==> config.mk <==
export PLATFORM = sky130hd
export DESIGN_NAME = dma_irq_agg
export DESIGN_NICKNAME = d
export VERILOG_FILES = /design/src/rtl/dmairq_pkg.sv /design/src/rtl/dmairq_word.sv /design/src/rtl/dmairq_rdmux.sv /design/src/rtl/dma_irq_agg.sv
export SDC_FILE = /design/constraint.sdc
export NUM_CORES = 1
export LEC_CHECK = 0
export ABC_AREA = 1
export BUFFER_PORTS_ARGS = -buffer_cell sky130_fd_sc_hd__buf_2
export CORE_MARGIN = 8
export CORE_UTILIZATION = 35
export DETAILED_ROUTE_END_ITERATION = 10
export HOLD_SLACK_MARGIN = 0.15
export SYNTH_ARGS = -nofsm -noshare
export SYNTH_HDL_FRONTEND = slang
export SYNTH_SLANG_ARGS = --single-unit
==> constraint.sdc <==
create_clock -name clk -period 1.8 [get_ports clk]
set_clock_uncertainty 0.05 [all_clocks]
set_input_delay 0.27 -clock clk [delete_from_list [all_inputs] [get_ports clk]]
set_output_delay 0.27 -clock clk [all_outputs]
set_load 0.02 [all_outputs]
==> src/rtl/dmairq_pkg.sv <==
package dmairq_pkg;
  localparam int NUM_CH      = 16;
  localparam int CH_PER_WORD = 8;
  localparam int SLOT_W      = 4;
  localparam int DATA_W      = 32;
  localparam int ADDR_W      = 8;
  localparam int NUM_WORDS   = NUM_CH / CH_PER_WORD;
  localparam int WORD_STRIDE = 4;
  // register offsets; slot layout is decoded by software so it stays fixed
  localparam int EN_BASE   = 'h00;
  localparam int PEND_BASE = 'h10;
  localparam int STAT_OFF  = 'h30;
  // slot bit positions
  localparam int BIT_HALF  = 0;
  localparam int BIT_ITEM  = 1;
  localparam int BIT_CHAIN = 2;
endpackage

==> src/rtl/dmairq_word.sv <==
module dmairq_word
  import dmairq_pkg::*;
#(
  parameter int CH     = CH_PER_WORD,
  parameter int SW     = SLOT_W,
  parameter int WORD_W = DATA_W
) (
  input  logic              clk,
  input  logic              rst_n,
  input  logic [CH-1:0]     ev_half,
  input  logic [CH-1:0]     ev_item,
  input  logic [CH-1:0]     ev_chain,
  input  logic              en_wr,
  input  logic              pend_wr,
  input  logic [WORD_W-1:0] wdata,
  output logic [WORD_W-1:0] en_q,
  output logic [WORD_W-1:0] pend_q,
  output logic              irq_any
);
  logic [WORD_W-1:0] set_vec;
  logic [WORD_W-1:0] impl_mask;

  // each slot: event bits placed at their fixed positions, upper bits reserved
  for (genvar c = 0; c < CH; c++) begin : g_slot
    always_comb begin
      set_vec[c*SW +: SW]              = '0;
      set_vec[c*SW + BIT_HALF]         = ev_half[c];
      set_vec[c*SW + BIT_ITEM]         = ev_item[c];
      set_vec[c*SW + BIT_CHAIN]        = ev_chain[c];
      impl_mask[c*SW +: SW]            = '0;
      impl_mask[c*SW + BIT_HALF]       = 1'b1;
      impl_mask[c*SW + BIT_ITEM]       = 1'b1;
      impl_mask[c*SW + BIT_CHAIN]      = 1'b1;
    end
  end

  if (CH * SW < WORD_W) begin : g_pad
    assign set_vec[WORD_W-1:CH*SW]   = '0;
    assign impl_mask[WORD_W-1:CH*SW] = '0;
  end

  always_ff @(posedge clk) begin
    if (!rst_n) begin
      en_q   <= '0;
      pend_q <= '0;
    end else begin
      if (en_wr) en_q <= wdata & impl_mask;
      // clear first, then set: a same-cycle event wins over the clear
      pend_q <= (pend_wr ? (pend_q & ~wdata) : pend_q) | set_vec;
    end
  end

  assign irq_any = |(en_q & pend_q);
endmodule

==> src/rtl/dmairq_rdmux.sv <==
module dmairq_rdmux
  import dmairq_pkg::*;
#(
  parameter int NW  = NUM_WORDS,
  parameter int NCH = NUM_CH,
  parameter int DW  = DATA_W,
  parameter int AW  = ADDR_W
) (
  input  logic [AW-1:0]        addr,
  input  logic [NW-1:0][DW-1:0] en_w,
  input  logic [NW-1:0][DW-1:0] pend_w,
  input  logic [NCH-1:0]       busy,
  output logic [DW-1:0]        rdata
);
  logic [NW-1:0][DW-1:0] term;

  for (genvar w = 0; w < NW; w++) begin : g_sel
    always_comb begin
      term[w] = '0;
      if (addr == AW'(EN_BASE + w*WORD_STRIDE))   term[w] = en_w[w];
      if (addr == AW'(PEND_BASE + w*WORD_STRIDE)) term[w] = pend_w[w];
    end
  end

  always_comb begin
    rdata = '0;
    for (int w = 0; w < NW; w++) rdata = rdata | term[w];
    if (addr == AW'(STAT_OFF)) rdata = DW'(busy);
  end
endmodule

==> src/rtl/dma_irq_agg.sv <==
module dma_irq_agg
  import dmairq_pkg::*;
(
  input  logic              clk,
  input  logic              rst_n,
  input  logic [NUM_CH-1:0] evt_half,
  input  logic [NUM_CH-1:0] evt_item,
  input  logic [NUM_CH-1:0] evt_chain,
  input  logic [NUM_CH-1:0] chan_busy,
  input  logic [ADDR_W-1:0] reg_addr,
  input  logic              reg_we,
  input  logic [DATA_W-1:0] reg_wdata,
  output logic [DATA_W-1:0] reg_rdata,
  output logic              irq_out
);
  logic [NUM_WORDS-1:0][DATA_W-1:0] en_all;
  logic [NUM_WORDS-1:0][DATA_W-1:0] pend_all;
  logic [NUM_WORDS-1:0]             word_irq;

  for (genvar w = 0; w < NUM_WORDS; w++) begin : g_word
    logic en_hit, pend_hit;
    assign en_hit   = reg_we && (reg_addr == ADDR_W'(EN_BASE + w*WORD_STRIDE));
    assign pend_hit = reg_we && (reg_addr == ADDR_W'(PEND_BASE + w*WORD_STRIDE));

    dmairq_word #(
      .CH(CH_PER_WORD), .SW(SLOT_W), .WORD_W(DATA_W)
    ) u_word (
      .clk     (clk),
      .rst_n   (rst_n),
      .ev_half (evt_half[w*CH_PER_WORD +: CH_PER_WORD]),
      .ev_item (evt_item[w*CH_PER_WORD +: CH_PER_WORD]),
      .ev_chain(evt_chain[w*CH_PER_WORD +: CH_PER_WORD]),
      .en_wr   (en_hit),
      .pend_wr (pend_hit),
      .wdata   (reg_wdata),
      .en_q    (en_all[w]),
      .pend_q  (pend_all[w]),
      .irq_any (word_irq[w])
    );
  end

  dmairq_rdmux #(
    .NW(NUM_WORDS), .NCH(NUM_CH), .DW(DATA_W), .AW(ADDR_W)
  ) u_rd (
    .addr  (reg_addr),
    .en_w  (en_all),
    .pend_w(pend_all),
    .busy  (chan_busy),
    .rdata (reg_rdata)
  );

  assign irq_out = |word_irq;
endmodule

==> results of run 1 <==
-- registers in the layout (all words and copies together) (netlist names) --
signal and flops:
g_word.u_word.pend_q 64, g_word.u_word.en_q 48
-- path summary, 6_finish.rpt --
kind / slack, ns / end / depth (start not counted)
hold reg to reg: 0.38 / g_word[1].u_word.pend_q[19] / 2
setup / recovery: -0.05 / reg_rdata[1] / 10
setup reg to reg: 1.05 / g_word[1].u_word.pend_q[9] / 3
hold / removal: 0.16 / g_word[1].u_word.en_q[20] / 3
-- logic make-up (layout without fill, tap and decap cells) --
group / count (synthesis) / count (layout) / synth area share [%]
AND/OR/NAND/NOR: 501 / 501 / 39.5
flip-flops: 112 / 112 / 41.4
buffers and inverters: 112 / 342 / 8.60
AO/OA/AOI/OAI: 111 / 111 / 10.5
-- metal layers --
layer / up-vias / share of wire, %
met5: - / 0
met4: 0 / 1.2
met3: 16 / 6.2
met2: 183 / 47
met1: 2756 / 46
li1: 3117 / -
-- through the flow --
step	std cells	cell area, µm²
final	1254	8010
after global routing	1254	8010
after CTS	1243	7540
after detailed placement	1149	6450
after global placement	1149	6450
after floorplan	836	5420
-- power groups by stage --
stage	registers, mW	logic (mW)	clock network [mW]
3_5_place_dp	2.68	0.419	0
6_report	2.62	0.583	1.95
4_1_cts	2.62	0.557	2.00
3_3_place_gp	2.68	0.416	0
2_1_floorplan	2.66	0.198	0
5_1_grt	2.63	0.643	2.11
-- layout by cell type (no fill, tap or decap), drive strengths merged --
cell | netlist | layout
a22o | 4 | 4
o21ai | 48 | 48
clkinv | 1 | 4
nor4 | 1 | 1
clkinvlp | 0 | 1
nand3 | 50 | 50
clkbuf | 14 | 13
buf | 30 | 185
inv | 67 | 69
nor3 | 2 | 2
dlygate4sd3 | 0 | 70
dfxtp | 112 | 112
nand4 | 39 | 39
nor2 | 127 | 127
a21oi | 59 | 59
nand2 | 282 | 282
-- worst reg2reg max path, cell delays in order, from the launching register on --
cell	delay (ns)
dfxtp_2	0.33
buf_4	0.14
nand2_1	0.06
a21oi_1	0.05
-- layout make-up --
| cell class | count | area share, % |
|---|---|---|
| inverter | 68 | 3.20 |
| tap | 188 | 2.94 |
| sequential | 112 | 28.3 |
| multi-input combinational | 612 | 36.1 |
| timing repair buffer | 258 | 26.0 |
| clock inverter | 6 | 0.531 |
| clock buffer | 10 | 2.98 |
-- what timing repair did --
action	4_1_cts	5_1_grt
buffers inserted	7	7
setup endpoints to repair	31	31
resized for setup	17	114
hold buffers	70	0
cloned	1	4
pin swaps	9	40
hold endpoints to repair	79	0
==> results.toml, run 1 <==
[die]
start_util_pct = 35.8
core_area_um2 = 15100
dieArea_um2 = 19700
row_count = 45
dieHeight_um = 140
io_pins = 140
die_x_um = 140

[synthesis]
ys_ff_latch = 112
synthTopCellsByArea = "dfxtp_1, nand2_1, nor2_1"
seq_area_frac_synth_pct = 41.4
synth.avg_cell_area_um2 = 6.48
synthCells = 836
synth_edf_count = 0
synth_common_cells = "nand2_1, nor2_1, dfxtp_1"
ys.flop_type = "dfxtp_1"
yosys.area.top_type = "dfxtp_1"
synth.distinct_cells = 23
syn_nets = 943
yosys_warnings = 0
synth.most_common_cell = "nand2_1"
synth_top_area_share_pct = 41.4
netlist_area_um2 = 5420
synth-async-reset-ratio_pct = 0

[setup_path]
max_stage_delay_ns = 0.28
timing.rr.start = "g_word[1].u_word.pend_q[9]"
path_class = "in2out"
end_kind = "primary output"
critical_path_arrival_ns = 1.53
crit_buf_inv = 3
required_ns = 1.48
cp_max_fo = 6
startpoint_type = "input port"
crit_top_cell = "nor2_4"
slowest_stage = "nor2_4"
path_delay_family = "simple AND/OR/NAND/NOR gates"
crit_chain = "buf_8 > nor2_4 > nand3_4 > nor2_4 > clkbuf_16 > nand2_4 > nand2_2 > nor2_2 > nand2_1 > buf_6"
crit_path_start = "reg_addr[6]"

[timing]
setup_viol = 5
fin_ws_ns = -0.0466
period_share_pct = 103
hold_ws_ns = 0.160
slew_violations = 0
fmax_mhz = 542
worst_pin_slew_ns = 0.402
rsz0062_at_grt = "yes"
finalCriticalPeriod_ns = 1.85
hold_viol = 0
finalSetupTns_ns = -0.165
relSlewSlack_pct = 73.2

[route]
num_vias = 6072
drc = 0
via_per_inst = 4.84
wl_per_cell_um = 15.3
wirelength_um = 19200
drt_iter0_markers = 278
drt_pass1_iterations = 5
antenna_left = 0

[placed_design]
hpwl_um = 12300
portBuffers = 139
place.gp.congestion = 0.773
place_ws_ns = -0.0630

[final_layout]
area_growth_pct = 48.0
fin_nets = 1168
multi_input_area_um2 = 2890
seq_area_um2 = 2260
nFillCells = 1478
diodes = 0
drive_gt1_share_pct = 26.5
utilization_pct = 52.9

[worst_hold_path]
hp-class = "in2reg"
min_from = "reg_wdata[20]"

[global_route]
grt_max_degree = 56
met1_usage_pct = 23.9
grt_pass1_vias = 5771
busiest_layer = "met2"
grt_first_pass_wirelength_um = 30100
groute.usage.overall_pct = 18.8
grtUsageMet2_pct = 30.7
antenna_found_initial = 0
grtUsageMet3_pct = 5.23
grt_remaining_overflow = 0

[clock_tree]
cts.clk_slew.worst_paths_ns = 0.07
cts_buffer_depth = 2
htree_levels = 3
clock_sinks = 112
clockRootBuffer = "clkbuf_16"
cts_made_buffers = 9
cts_tree = "yes"
insertion_delay_ns = 0.35

[power_and_ir_drop]
power_frac_comb_pct = 11.3
leakagePower_nw = 3.87
p_sw_share_pct = 25.5
p_total_mw = 5.16
seq_power_share_pct = 50.8
p_switching_mw = 1.31
peakVddDrop_v = 0.000582
p_int_mw = 3.84
clkPwrFrac_pct = 37.9
power_density_nw_per_um2 = 644

[job]
drv_cap = 0

[outcome]
violations = "negative setup slack"
outcome = "finished, violations left"
Note: power is estimated with default switching activity, not from simulation.
==> inputs of run 2 (changes only) <==
--- a/config.mk
+++ b/config.mk
@@ -11,6 +11,7 @@
 export CORE_UTILIZATION = 35
 export DETAILED_ROUTE_END_ITERATION = 10
 export HOLD_SLACK_MARGIN = 0.15
+export SKIP_CTS_REPAIR_TIMING = 1
 export SYNTH_ARGS = -nofsm -noshare
 export SYNTH_HDL_FRONTEND = slang
 export SYNTH_SLANG_ARGS = --single-unit
==> run 2 against run 1 <==
The flow still finishes with violations (negative setup slack). Die area is the same. Final cell count shrank 1.6%. Hold slack lost 0.015 ns. Core utilization shrank 0.81 points. Via count shrank 1.9%. Worst setup slack is essentially flat. Sequential cell count is the same. Clock power is essentially flat. Combinational power shrank 4.1%. Maximum frequency is essentially flat. Critical path type unchanged. Highest routed layer is now met5.
==> results.toml, run 2 (same netlist as run 1, synthesis figures left out) <==
[final_layout]
fin_area_um2 = 7890
nFillCells = 1477
multi_input_area_um2 = 2900
seq_area_um2 = 2250
fin_nets = 1148
drive_gt1_share_pct = 25.9
diodes = 0
regMostFlops = "g_word.u_word.pend_q"
top_regs = "g_word.u_word.pend_q: 64 flops, g_word.u_word.en_q: 48 flops"
utilization_pct = 52.1
final_common_cell = "nand2_1"
area_growth_pct = 45.7
mostFrequentLayoutCells = "nand2_1, nor2_1, buf_2"
largest_register_ffs = 64

[setup_path]
r2r_slack_ns = 1.06
worstRegToRegCells = 3
cp_max_fo = 12
crit_chain = "buf_6 > nor2_4 > nand2_4 > buf_12 > nor2_4 > clkbuf_16 > nand2_1 > nand2_1 > nor2_1 > nand2_2 > buf_6"
path_class = "in2out"
critical_path_arrival_ns = 1.53
slowest_stage = "clkbuf_16"
path_delay_family = "simple AND/OR/NAND/NOR gates"
crit_buf_inv = 4
end_kind = "primary output"
max_stage_delay_ns = 0.23
timing.rr.start = "g_word[1].u_word.en_q[6]"
required_ns = 1.48
timing.rr.end = "g_word[1].u_word.en_q[6]"
startpoint_type = "input port"

[placed_design]
place_ws_ns = -0.0630
portBuffers = 139
place.gp.congestion = 0.773
hpwl_um = 12300
dpl_cell_area_um2 = 6450

[power_and_ir_drop]
power_frac_comb_pct = 10.9
leakagePower_nw = 3.80
p_switching_mw = 1.31
p_int_mw = 3.82
peakVddDrop_v = 0.000577
p_sw_share_pct = 25.5
p_total_mw = 5.13
seq_power_share_pct = 51.1
power_density_nw_per_um2 = 650
clkPwrFrac_pct = 38.0

[timing]
worst_pin_slew_ns = 0.395
finalCriticalPeriod_ns = 1.85
hold_viol = 0
fin_ws_ns = -0.0466
relSlewSlack_pct = 73.6
fmax_mhz = 542
setup_viol = 17
period_share_pct = 103
rsz0062_at_grt = "yes"
slew_violations = 0

[die]
core_area_um2 = 15100
dieArea_um2 = 19700
io_pins = 140
start_util_pct = 35.8
die_x_um = 140
row_count = 45
dieHeight_um = 140

[route]
drt_pass1_iterations = 5
antenna_left = 0
drt_iter0_markers = 340
via_per_inst = 4.83
wl_per_cell_um = 15.6
wirelength_um = 19200
num_vias = 5958
drc = 0

[clock_tree]
cts.clk_slew.worst_paths_ns = 0.08
cts_tree = "yes"
insertion_delay_ns = 0.35
clock_sinks = 112
clockRootBuffer = "clkbuf_16"
cts_buffer_depth = 2
cts_made_buffers = 9
htree_levels = 3

[outcome]
outcome = "finished, violations left"
violations = "negative setup slack"

[global_route]
grt_pass1_vias = 5343
grt_first_pass_wirelength_um = 28200
antenna_found_initial = 1
grt_max_degree = 56
grt_remaining_overflow = 0
groute.usage.overall_pct = 17.7

[worst_hold_path]
hold_end = "g_word[0].u_word.en_q[9]"
whs_path_depth = 3
hp-class = "in2reg"
min_from = "reg_wdata[9]"

[job]
drv_cap = 0
[run 2: changes by cell type in the layout (fill, tap and decap cells not counted), moves of 2 or more]
cell / previous run / this run
buf_6: 23 / 29
dfxtp_2: 18 / 10
dlygate4sd3_1: 70 / 56
nor2_1: 108 / 111
nor2_2: 12 / 9
nand2_4: 9 / 11
nand2_2: 21 / 25
buf_12: 8 / 10
dfxtp_1: 94 / 102
nand2_1: 252 / 246
buf_4: 44 / 31
[run 2: final cells by class]
class	instances	area share, %
Clock buffer	10	3.03
Multi-Input combinational cell	612	36.8
Clock inverter	6	0.539
Inverter	68	3.25
Sequential cell	112	28.6
Timing Repair Buffer	238	24.8
Tap cell	188	2.98
[run 2: how the worst max path moves through the flow]
| stage | slack, ns | endpoint | startpoint | cells after the start |
|---|---|---|---|---|
| final | -0.05 | reg_rdata[10] | reg_addr[0] | 11 |
| after global routing | -0.14 | reg_rdata[1] | reg_addr[2] | 11 |
| after CTS | -0.08 | irq_out | g_word[0].u_word.pend_q[9] | 7 |
| after detailed placement | -0.06 | reg_rdata[17] | reg_addr[7] | 8 |
| after global placement | -0.05 | reg_rdata[17] | reg_addr[7] | 8 |
| after floorplan | 0.22 | reg_rdata[18] | reg_addr[7] | 6 |
[run 2: tightest hold or removal path, delay by kind of cell]
kind	cells	cell delay, ns
AO/OA/AOI/OAI	1	0.07
buffers and inverters	1	0.12
AND/OR/NAND/NOR	1	0.07
[run 2: power by group through the flow]
stage	registers, mW	clock network, mW	logic (mW)
final	2.62	1.95	0.559
after global routing	2.63	2.11	0.616
after CTS	2.62	2.00	0.420
after detailed placement	2.68	0	0.419
after global placement	2.68	0	0.416
after floorplan	2.66	0	0.198
[run 2: metrics by stage]
step	instances	hold WS, ns	setup TNS, ns
floorplan	836	0.311	0
global placement	1149	0.369	-0.425
detailed placement	1149	0.372	-0.462
CTS	1165	0.0328	-0.809
global route	1234	0.151	-2.38
finish	1234	0.144	-0.322
[run 2: routing by layer]
metal  vias to the layer above  share of wire [%]  GRT usage [%]
met5                         -              0.068              0
met4                         2               0.97           4.11
met3                        16                5.9           5.13
met2                       151                 47           28.0
met1                      2706                 46           23.2
li1                       3083                  -              -
